## config.mk

```make
export PLATFORM = sky130hd
export DESIGN_NAME = home_directory
export DESIGN_NICKNAME = d
export VERILOG_FILES = /design/src/rtl/dir_pkg.sv /design/src/rtl/dir_ctrl.sv /design/src/rtl/dir_datapath.sv /design/src/rtl/home_directory.sv
export SDC_FILE = /design/constraint.sdc
export NUM_CORES = 1
export LEC_CHECK = 0
export BUFFER_PORTS_ARGS = -buffer_cell sky130_fd_sc_hd__buf_2
export CAP_MARGIN = 15
export CORE_MARGIN = 1
export CORE_UTILIZATION = 60
export DETAILED_ROUTE_END_ITERATION = 12
export GPL_TIMING_DRIVEN = 1
export PLACE_DENSITY = 0.78
export SLEW_MARGIN = 25
export SYNTH_ARGS = -nofsm -noshare
export SYNTH_HDL_FRONTEND = slang
export SYNTH_SLANG_ARGS = --single-unit
```

## constraint.sdc

```tcl
create_clock -name clk -period 6.4 [get_ports clk]
set_input_delay 0.64 -clock clk [delete_from_list [all_inputs] [get_ports clk]]
set_output_delay 0.64 -clock clk [all_outputs]
set_load 0.02 [all_outputs]
```

## src/rtl/dir_pkg.sv

```systemverilog
package dir_pkg;

  typedef enum logic [2:0] {
    ST_IDLE,
    ST_LOOKUP,
    ST_WAIT_ACK,
    ST_WAIT_FILL,
    ST_REPLY
  } dirState_e;

  // strobes from control to datapath
  typedef struct packed {
    logic accept;
    logic loadMem;
    logic issueSnoop;
    logic takeAck;
    logic takeFill;
    logic commit;
  } dirStrobe_t;

  localparam logic [1:0] SNP_INVALIDATE = 2'd0;
  localparam logic [1:0] SNP_DOWNGRADE  = 2'd1;
  localparam logic [1:0] SNP_RECALL_INV = 2'd2;

endpackage

```

## src/rtl/dir_ctrl.sv

```systemverilog
module dir_ctrl
  import dir_pkg::*;
(
  input  logic       clk,
  input  logic       rstN,
  input  logic       reqValid,
  input  logic       fillValid,
  input  logic       isWrite,
  input  logic       isDirty,
  input  logic       haveTargets,
  input  logic       acksDone,
  output logic       reqReady,
  output dirStrobe_t strobe
);

  dirState_e state, nextState;

  always_ff @(posedge clk or negedge rstN) begin
    if (!rstN) state <= ST_IDLE;
    else       state <= nextState;
  end

  always_comb begin
    strobe    = '0;
    nextState = state;
    reqReady  = (state == ST_IDLE);
    unique case (state)
      ST_IDLE: begin
        if (reqValid) begin
          strobe.accept = 1'b1;
          nextState     = ST_LOOKUP;
        end
      end
      ST_LOOKUP: begin
        if (isDirty && haveTargets) begin
          strobe.issueSnoop = 1'b1;
          nextState         = ST_WAIT_FILL;
        end else if (isWrite && haveTargets) begin
          strobe.issueSnoop = 1'b1;
          nextState         = ST_WAIT_ACK;
        end else begin
          strobe.loadMem = 1'b1;
          nextState      = ST_REPLY;
        end
      end
      ST_WAIT_ACK: begin
        strobe.takeAck = 1'b1;
        if (acksDone) nextState = ST_REPLY;
      end
      ST_WAIT_FILL: begin
        if (fillValid) begin
          strobe.takeFill = 1'b1;
          nextState       = ST_REPLY;
        end
      end
      ST_REPLY: begin
        strobe.commit = 1'b1;
        nextState     = ST_IDLE;
      end
      default: nextState = ST_IDLE;
    endcase
  end

endmodule

```

## src/rtl/dir_datapath.sv

```systemverilog
module dir_datapath
  import dir_pkg::*;
#(
  parameter int NUM_PROC   = 4,
  parameter int NUM_BLOCKS = 8,
  parameter int DATA_W     = 16,
  parameter logic [DATA_W-1:0] MEM_BASE = 'hA000
) (
  input  logic                          clk,
  input  logic                          rstN,
  input  dirStrobe_t                    strobe,
  input  logic                          reqWrite,
  input  logic [$clog2(NUM_PROC)-1:0]   reqProc,
  input  logic [$clog2(NUM_BLOCKS)-1:0] reqAddr,
  input  logic [NUM_PROC-1:0]           ackVec,
  input  logic [DATA_W-1:0]             fillData,
  output logic                          isWrite,
  output logic                          isDirty,
  output logic                          haveTargets,
  output logic                          acksDone,
  output logic [1:0]                    snpKind,
  output logic [NUM_PROC-1:0]           snpTargets,
  output logic [$clog2(NUM_BLOCKS)-1:0] snpAddr,
  output logic [$clog2(NUM_PROC)-1:0]   rspProc,
  output logic [DATA_W-1:0]             rspData,
  output logic                          rspExcl
);

  localparam int PROC_W = $clog2(NUM_PROC);
  localparam int ADDR_W = $clog2(NUM_BLOCKS);

  logic [NUM_PROC-1:0] presence [NUM_BLOCKS];
  logic                dirty    [NUM_BLOCKS];
  logic [DATA_W-1:0]   mem      [NUM_BLOCKS];

  logic                curWrite;
  logic [PROC_W-1:0]   curProc;
  logic [ADDR_W-1:0]   curAddr;
  logic [NUM_PROC-1:0] pending;
  logic [DATA_W-1:0]   dataReg;

  logic [NUM_PROC-1:0] reqBit;
  logic [NUM_PROC-1:0] targets;

  always_comb begin
    reqBit      = NUM_PROC'(1) << curProc;
    targets     = presence[curAddr] & ~reqBit;
    haveTargets = |targets;
    isDirty     = dirty[curAddr];
    isWrite     = curWrite;
    acksDone    = (pending & ~ackVec) == '0;
    if (!isDirty)      snpKind = SNP_INVALIDATE;
    else if (curWrite) snpKind = SNP_RECALL_INV;
    else               snpKind = SNP_DOWNGRADE;
    snpTargets  = strobe.issueSnoop ? targets : '0;
    snpAddr     = curAddr;
    rspProc     = curProc;
    rspData     = dataReg;
    rspExcl     = curWrite;
  end

  // request latch and transaction scratch state
  always_ff @(posedge clk or negedge rstN) begin
    if (!rstN) begin
      curWrite <= 1'b0;
      curProc  <= '0;
      curAddr  <= '0;
      pending  <= '0;
      dataReg  <= '0;
    end else begin
      if (strobe.accept) begin
        curWrite <= reqWrite;
        curProc  <= reqProc;
        curAddr  <= reqAddr;
      end
      if (strobe.issueSnoop)   pending <= targets;
      else if (strobe.takeAck) pending <= pending & ~ackVec;
      if (strobe.loadMem)       dataReg <= mem[curAddr];
      else if (strobe.takeFill) dataReg <= fillData;
    end
  end

  // directory and backing store
  always_ff @(posedge clk or negedge rstN) begin
    if (!rstN) begin
      for (int b = 0; b < NUM_BLOCKS; b++) begin
        presence[b] <= '0;
        dirty[b]    <= 1'b0;
        mem[b]      <= MEM_BASE + DATA_W'(b);
      end
    end else begin
      if (strobe.takeFill) mem[curAddr] <= fillData;
      if (strobe.commit) begin
        if (curWrite) begin
          presence[curAddr] <= reqBit;
          dirty[curAddr]    <= 1'b1;
        end else begin
          presence[curAddr] <= presence[curAddr] | reqBit;
          // stays dirty only when the requester already owns it
          dirty[curAddr]    <= isDirty && !haveTargets;
        end
      end
    end
  end

endmodule

```

## src/rtl/home_directory.sv

```systemverilog
module home_directory
  import dir_pkg::*;
#(
  parameter int NUM_PROC   = 4,
  parameter int NUM_BLOCKS = 8,
  parameter int DATA_W     = 16,
  parameter logic [DATA_W-1:0] MEM_BASE = 'hA000,
  localparam int PROC_W = $clog2(NUM_PROC),
  localparam int ADDR_W = $clog2(NUM_BLOCKS)
) (
  input  logic                clk,
  input  logic                rstN,
  input  logic                reqValid,
  output logic                reqReady,
  input  logic                reqWrite,
  input  logic [PROC_W-1:0]   reqProc,
  input  logic [ADDR_W-1:0]   reqAddr,
  output logic                snpValid,
  output logic [1:0]          snpKind,
  output logic [NUM_PROC-1:0] snpTargets,
  output logic [ADDR_W-1:0]   snpAddr,
  input  logic [NUM_PROC-1:0] ackVec,
  input  logic                fillValid,
  input  logic [DATA_W-1:0]   fillData,
  output logic                rspValid,
  output logic [PROC_W-1:0]   rspProc,
  output logic [DATA_W-1:0]   rspData,
  output logic                rspExcl
);

  dirStrobe_t strobe;
  logic isWrite, isDirty, haveTargets, acksDone;

  dir_ctrl ctrl_i (
    .clk(clk), .rstN(rstN), .reqValid(reqValid), .fillValid(fillValid),
    .isWrite(isWrite), .isDirty(isDirty), .haveTargets(haveTargets),
    .acksDone(acksDone), .reqReady(reqReady), .strobe(strobe)
  );

  dir_datapath #(
    .NUM_PROC(NUM_PROC), .NUM_BLOCKS(NUM_BLOCKS),
    .DATA_W(DATA_W), .MEM_BASE(MEM_BASE)
  ) dp_i (
    .clk(clk), .rstN(rstN), .strobe(strobe), .reqWrite(reqWrite),
    .reqProc(reqProc), .reqAddr(reqAddr), .ackVec(ackVec), .fillData(fillData),
    .isWrite(isWrite), .isDirty(isDirty), .haveTargets(haveTargets),
    .acksDone(acksDone), .snpKind(snpKind), .snpTargets(snpTargets),
    .snpAddr(snpAddr), .rspProc(rspProc), .rspData(rspData), .rspExcl(rspExcl)
  );

  assign snpValid = strobe.issueSnoop;
  assign rspValid = strobe.commit;

endmodule

```

### Word-level counts from Yosys, hierarchy flattened

Index checks and enable logic that the tools add are counted.

| cells by class | value |
|---|---|
| $lt $le $gt $ge | 2 |
| equal/unequal tests | 7 |
| shift operators | 1 |
| muxes and demuxes | 45 |
| bitwise logic cells | 7 |
| reduce and logical (&&, ||, !) cells | 11 |

Operators by type and width:

| kind | number |
|---|---|
| 128-bit bitwise mux | 1 |
| 16-bit 2-to-1 mux | 5 |
| 32-bit bitwise mux | 2 |
| 16-bit binary-select mux with 3-bit select | 1 |
| 16-bit demux with 3-bit select | 1 |
| 32-bit 2-to-1 mux | 1 |
| 4-bit 2-to-1 mux | 6 |
| 3-bit 2-to-1 mux | 5 |
| 1-bit 2-to-1 mux | 13 |
| 4-bit binary-select mux with 3-bit select | 1 |
| 4-bit demux with 3-bit select | 1 |
| 3-bit one-hot mux with 4 select lines | 1 |
| 4-bit AND | 2 |
| 8-bit bitwise mux | 1 |
| 8-bit 2-to-1 mux | 1 |
| 4-bit NOT | 2 |
| 8-bit bitwise OR | 1 |
| 3-bit by 2-bit == test with 1-bit output, second input constant | 2 |
| 2-bit 2-to-1 mux | 3 |
| 2-bit inequality test, second input constant | 3 |
| 4-bit >= comparator, second input constant | 1 |
| 1-bit logical AND | 4 |
| 4-bit logical NOT | 1 |
| 4-bit by 1-bit less-than comparator with 1-bit output, second input constant | 1 |
| 12 further kinds | 13 |

| word-level totals | value |
|---|---|
| register bits after elaboration | 197 |
| output and inout bits | 31 |
| logic and storage cells | 103 |

### Depth between registers and ports, before layout

| depth | value |
|---|---|
| depth after elaboration | 11 |
| depth in mapped cells | 10 |
| gate-level depth less buffers | 6 |

### By module

Synthesis repeated with hierarchy kept, for this count alone.

| unflattened totals | value |
|---|---|
| cells, all modules | 709 |
| area total of the unflattened synthesis | 9320.2 um^2 |

By module, submodules not included:

| module | times used | cells each | area each (um^2) |
|---|---|---|---|
| dir_datapath | 1 | 686 | 9092.5 |
| dir_ctrl | 1 | 23 | 227.7 |

### Worst setup path after synthesis

OpenSTA, ideal clock, no wires.

| timing path | value |
|---|---|
| path type | reg2out |
| from | reg dp_i.curAddr[0], in the netlist dp_i.snpAddr[0] |
| to | out snpTargets[1] |
| data arrival time | 2265 ps |
| data required time | 5760 ps |
| slack | 3495 ps |
| stages on the path, launching flop included | 8 |
| path buffers | 2 |
| cell sequence | dfrtp_1 > buf_6 > buf_4 > nor2_2 > a221o_1 > a211oi_4 > or2b_4 > nor3b_1 |

| on the way | value |
|---|---|
| word-level cells in the longest chain between the ends | 11 |
| elaborated cells on any way between the ends | 15 |
| classes of those cells | mux (10); bitwise (2); reduce/logical (3) |

Ends and longest elaborated chain:

| item | RTL line | RTL |
|---|---|---|
| start, declared | dir_datapath.sv:38 | `logic [ADDR_W-1:0] curAddr;` |
| start signal, assigned | dir_datapath.sv:74 | `curAddr <= reqAddr;` |
| 3-bit NOT with 4-bit output (not written as such) * | dir_datapath.sv:47, dir_datapath.sv:49 |  |
| 4-bit binary-select mux with 3-bit select | dir_datapath.sv:47 | `targets = presence[curAddr] & ~reqBit;` |
| 4-bit 2-to-1 mux (not written as such) (2 in series) | dir_datapath.sv:47 |  |
| 4-bit AND | dir_datapath.sv:47 |  |
| 4-bit OR reduction | dir_datapath.sv:48 | `haveTargets = \|targets;` |
| 1-bit logical AND | dir_ctrl.sv:38 | `end else if (isWrite && haveTargets) begin` |
| 1-bit 2-to-1 mux | dir_ctrl.sv:38 |  |
| 1-bit 2-to-1 mux | dir_ctrl.sv:35 | `if (isDirty && haveTargets) begin` |
| 2-bit 2-to-1 mux | dir_ctrl.sv:27 | `unique case (state)` |
| 4-bit 2-to-1 mux * | dir_datapath.sv:55 | `snpTargets = strobe.issueSnoop ? targets : '0;` |
| end, declared | home_directory.sv:20 | `output logic [NUM_PROC-1:0] snpTargets,` |

Mark *: on every way between the ends. The rest lies on a longest branch, timed or not. The select of a mux whose other input is x is not followed.

### Worst setup path after layout

| timing path | value |
|---|---|
| from | reg dp_i.curAddr[1], in the netlist dp_i.snpAddr[1] |
| to | out snpTargets[1] |

Same word-level chain as after synthesis.

==> impl_metrics.env <==
export IMPL_status="complete, no violations"
export IMPL_antennaDiodeCount=0
export IMPL_finalHoldViolCount=0
export IMPL_min_period_over_period_pct=64.83
export IMPL_slew_viol_final=0
export IMPL_rows=45
export IMPL_drt_iter0_markers=542
export IMPL_syn_num_nets=759
export IMPL_crit_family="flip-flops"
export IMPL_tightest_slew_ps=1099
export IMPL_critPathMaxFanout=44
export IMPL_dieWidth_um=126.8
export IMPL_cts_root_buf="clkbuf_16"
export IMPL_synth_xor_area_share_pct=0
export IMPL_fin_crit_ps=4149
export IMPL_muxShareOfSynthArea_pct=26.09
export IMPL_cp_required_ps=5760
export IMPL_cts_tree="yes"
export IMPL_synth_area_leader_cell="dfrtp_1"
export IMPL_crit_type="reg2out"
export IMPL_start_util_pct=61.49
export IMPL_critPathCaptureType="output pin"
export IMPL_via_per_inst=6.568
export IMPL_synthAdderAreaFrac_pct=0
export IMPL_cts_setup_buffers=0
export IMPL_critical_path_buf_inv_count=2
export IMPL_drv_cap=0
export IMPL_nFillCells=1088
export IMPL_final_core_util_pct=67.76
export IMPL_grt_max_degree=110
export IMPL_grt_use_total_pct=29.80
export IMPL_cts_resized=0
export IMPL_gp_congestion=0.8375
export IMPL_max_stage_delay_ps=1000
export IMPL_drt_first_pass_iters=5
export IMPL_ir_drop_mv=0.2549
export IMPL_htree_levels=4
export IMPL_reg2reg_depth=7
export IMPL_fmax_mhz=241.0
export IMPL_io_pins=61
export IMPL_final_nets=804
export IMPL_area_delta_synth_final_pct=10.20
export IMPL_cts_sinks=197
export IMPL_cp_num_cells=7
export IMPL_cts_buffers=17
export IMPL_die_h_um=126.8
export IMPL_ys_ff_latch=197
export IMPL_rsz0062_at_grt="no"
export IMPL_cts_buffer_depth=2
export IMPL_multi_input_area_um2=4141
export IMPL_grt_pass1_vias=6698
export IMPL_worstHoldPathType="in2async"
export IMPL_syn_cell_area_um2=9348
export IMPL_yosysWarnings=0
export IMPL_synth_compound_area_share_pct=10.82
export IMPL_place_hpwl_um=14190
export IMPL_cp_start_kind="flop"
export IMPL_crit_arrival_ps=3510
export IMPL_cts_hold_buf=0
export IMPL_clock_latency_ps=440
export IMPL_dieArea_um2=16080
export IMPL_relSlewSlack_pct=26.55
export IMPL_grt_pass1_wl_um=36160
export IMPL_routed_wl_um=22360
export IMPL_p_per_area_nw_per_um2=464.9
export IMPL_drive_above_1_share_pct=41.55
export IMPL_ant_nets=0
export IMPL_synth_simple_area_share_pct=7.228
export IMPL_worst_clock_skew_ps=5.369
export IMPL_synth_area_leaders="dfrtp_1, mux2_2, dfstp_2"
export IMPL_synth_cell_types=53
export IMPL_port_buffers=60
export IMPL_synth_top_family_by_area="multiplexers"
export IMPL_globalRouteOverflowTotal=0
export IMPL_cp_cell_sequence="buf_4 -> and2_1 -> a221o_1 -> a211oi_4 -> or2b_4 -> nor3b_1 -> buf_2"
export IMPL_antenna_found_initial=0
export IMPL_yosys_area_top_type_share_pct=45.24
export IMPL_routedWlPerCell_um=22.94
export IMPL_drc_errors=0
export IMPL_netlist_instances=729
export IMPL_synth_avg_cell_area_um2=12.82
export IMPL_regArea_um2=4969
export IMPL_setup_tns_ps=0
export IMPL_via_count=6404
export IMPL_cpMaxStageDelayCell="dfrtp_2"
export IMPL_cts_clk_slew_worst_paths_ps=70
export IMPL_setup_viol=0
export IMPL_p_leak_nw=4.791
export IMPL_ys_seq_area_share_pct=53.11
export IMPL_core_area_um2=15200
worst paths after layout:
check	from	to	slack, ps
max in group asynchronous	rstN	dp_i.rspData[3]	4850
min	rstN	dp_i.presence[7]	280
min reg2reg	dp_i.presence[31]	dp_i.presence[31]	480
max	dp_i.snpAddr[1]	snpTargets[1]	2250
max reg2reg	dp_i.snpAddr[1]	dp_i.rspData[11]	2900
min in group clk	reqAddr[2]	dp_i.snpAddr[2]	420
Yosys cell counts, drive strengths merged:
cell type / instances
nor4b: 1
buf: 31
a211oi: 4
a22o: 8
o311ai: 1
nor2: 25
or2b: 1
nor2b: 7
a22oi: 22
o221ai: 16
inv: 9
and2: 4
or3: 1
nand2b: 6
nor3: 9
and3b: 4
dfrtp: 169
a221oi: 6
nand2: 61
a221o: 3
o2bb2ai: 1
a21o: 2
o21ai: 30
a311oi: 1
clkinv: 1
o211ai: 5
nand3: 12
a21oi: 20
clkbuf: 12
nor3b: 2
mux2i: 34
mux2: 162
mux4: 12
dfstp: 28
a31oi: 4
o211a: 1
o22ai: 6
nor4: 2
o21bai: 3
and3: 3
power breakdown:
| part | switching (mW) | internal [mW] |
|---|---|---|
| registers | 0.301 | 1.61 |
| logic | 1.15 | 0.756 |
| clock network | 0.453 | 0.527 |
| total | 1.90 | 2.89 |
through the flow:
step / area [µm²] / cells / hold slack (ps) / setup slack, ps / power (mW)
3_3_place_gp: 9736 / 942 / 460.7 / 2786 / 3.675
5_1_grt: 10300 / 975 / 378.9 / 2064 / 5.029
2_1_floorplan: 9348 / 729 / 344.4 / 3495 / 3.240
4_1_cts: 10270 / 974 / 344.3 / 2180 / 4.749
6_report: 10300 / 975 / 281.8 / 2251 / 4.789
3_5_place_dp: 9741 / 942 / 471.5 / 2658 / 3.769
worst register-to-register path, delay by kind of cell, from the launching register on:
family                 cells  cell delay [ps]
AO/OA/AOI/OAI              3             1140
flip-flops                 1             1000
buffers and inverters      1              180
AND/OR/NAND/NOR            1              230
multiplexers               2              780
cell families (layout without fill, tap and decap cells):
logic type	after synthesis	count (layout)
flops	197	197
compound gates	133	133
mux	208	208
buf+inv	53	111
simple gates	138	138
layout by cell type (no fill, tap or decap), drive strengths merged, types with 5 or more instances in the layout:
cell | netlist | final
o21ai | 30 | 30
nor2 | 25 | 25
mux2i | 34 | 34
o22ai | 6 | 6
o211ai | 5 | 5
nand3 | 12 | 12
a221oi | 6 | 6
nand2b | 6 | 6
mux2 | 162 | 162
a22oi | 22 | 22
nor3 | 9 | 9
dfrtp | 169 | 169
mux4 | 12 | 12
nand2 | 61 | 61
a21oi | 20 | 20
clkinv | 1 | 7
buf | 31 | 68
clkbuf | 12 | 25
dfstp | 28 | 28
o221ai | 16 | 16
a22o | 8 | 8
nor2b | 7 | 7
inv | 9 | 9
per-layer routing:
| layer | track usage (%) | vias to the layer above | share of wire [%] |
|---|---|---|---|
| met2 | 47.87 | 272 | 49 |
| li1 | - | 2790 | - |
| met5 | 0 | - | 0 |
| met4 | 11.48 | 0 | 1.9 |
| met3 | 5.609 | 41 | 6.3 |
| met1 | 40.55 | 3301 | 43 |
cell type report:
cell class / count / area share [%]
sequential: 197 / 48.23
clock inverter: 8 / 0.5101
tap: 188 / 2.284
inverter: 10 / 0.3644
multi-input combinational: 479 / 40.20
clock buffer: 24 / 4.676
timing repair buffer: 69 / 3.729
flip-flops by register name, indices dropped and copies added, names as in the netlist:
register and count:
ctrl_i.state 3, dp_i.rspProc 2, dp_i.mem 128, dp_i.snpAddr 3
dp_i.dirty 8, dp_i.presence 32, dp_i.pending 4, dp_i.rspData 16
dp_i.isWrite 1
No activity file was read; power rests on OpenSTA's default activity.
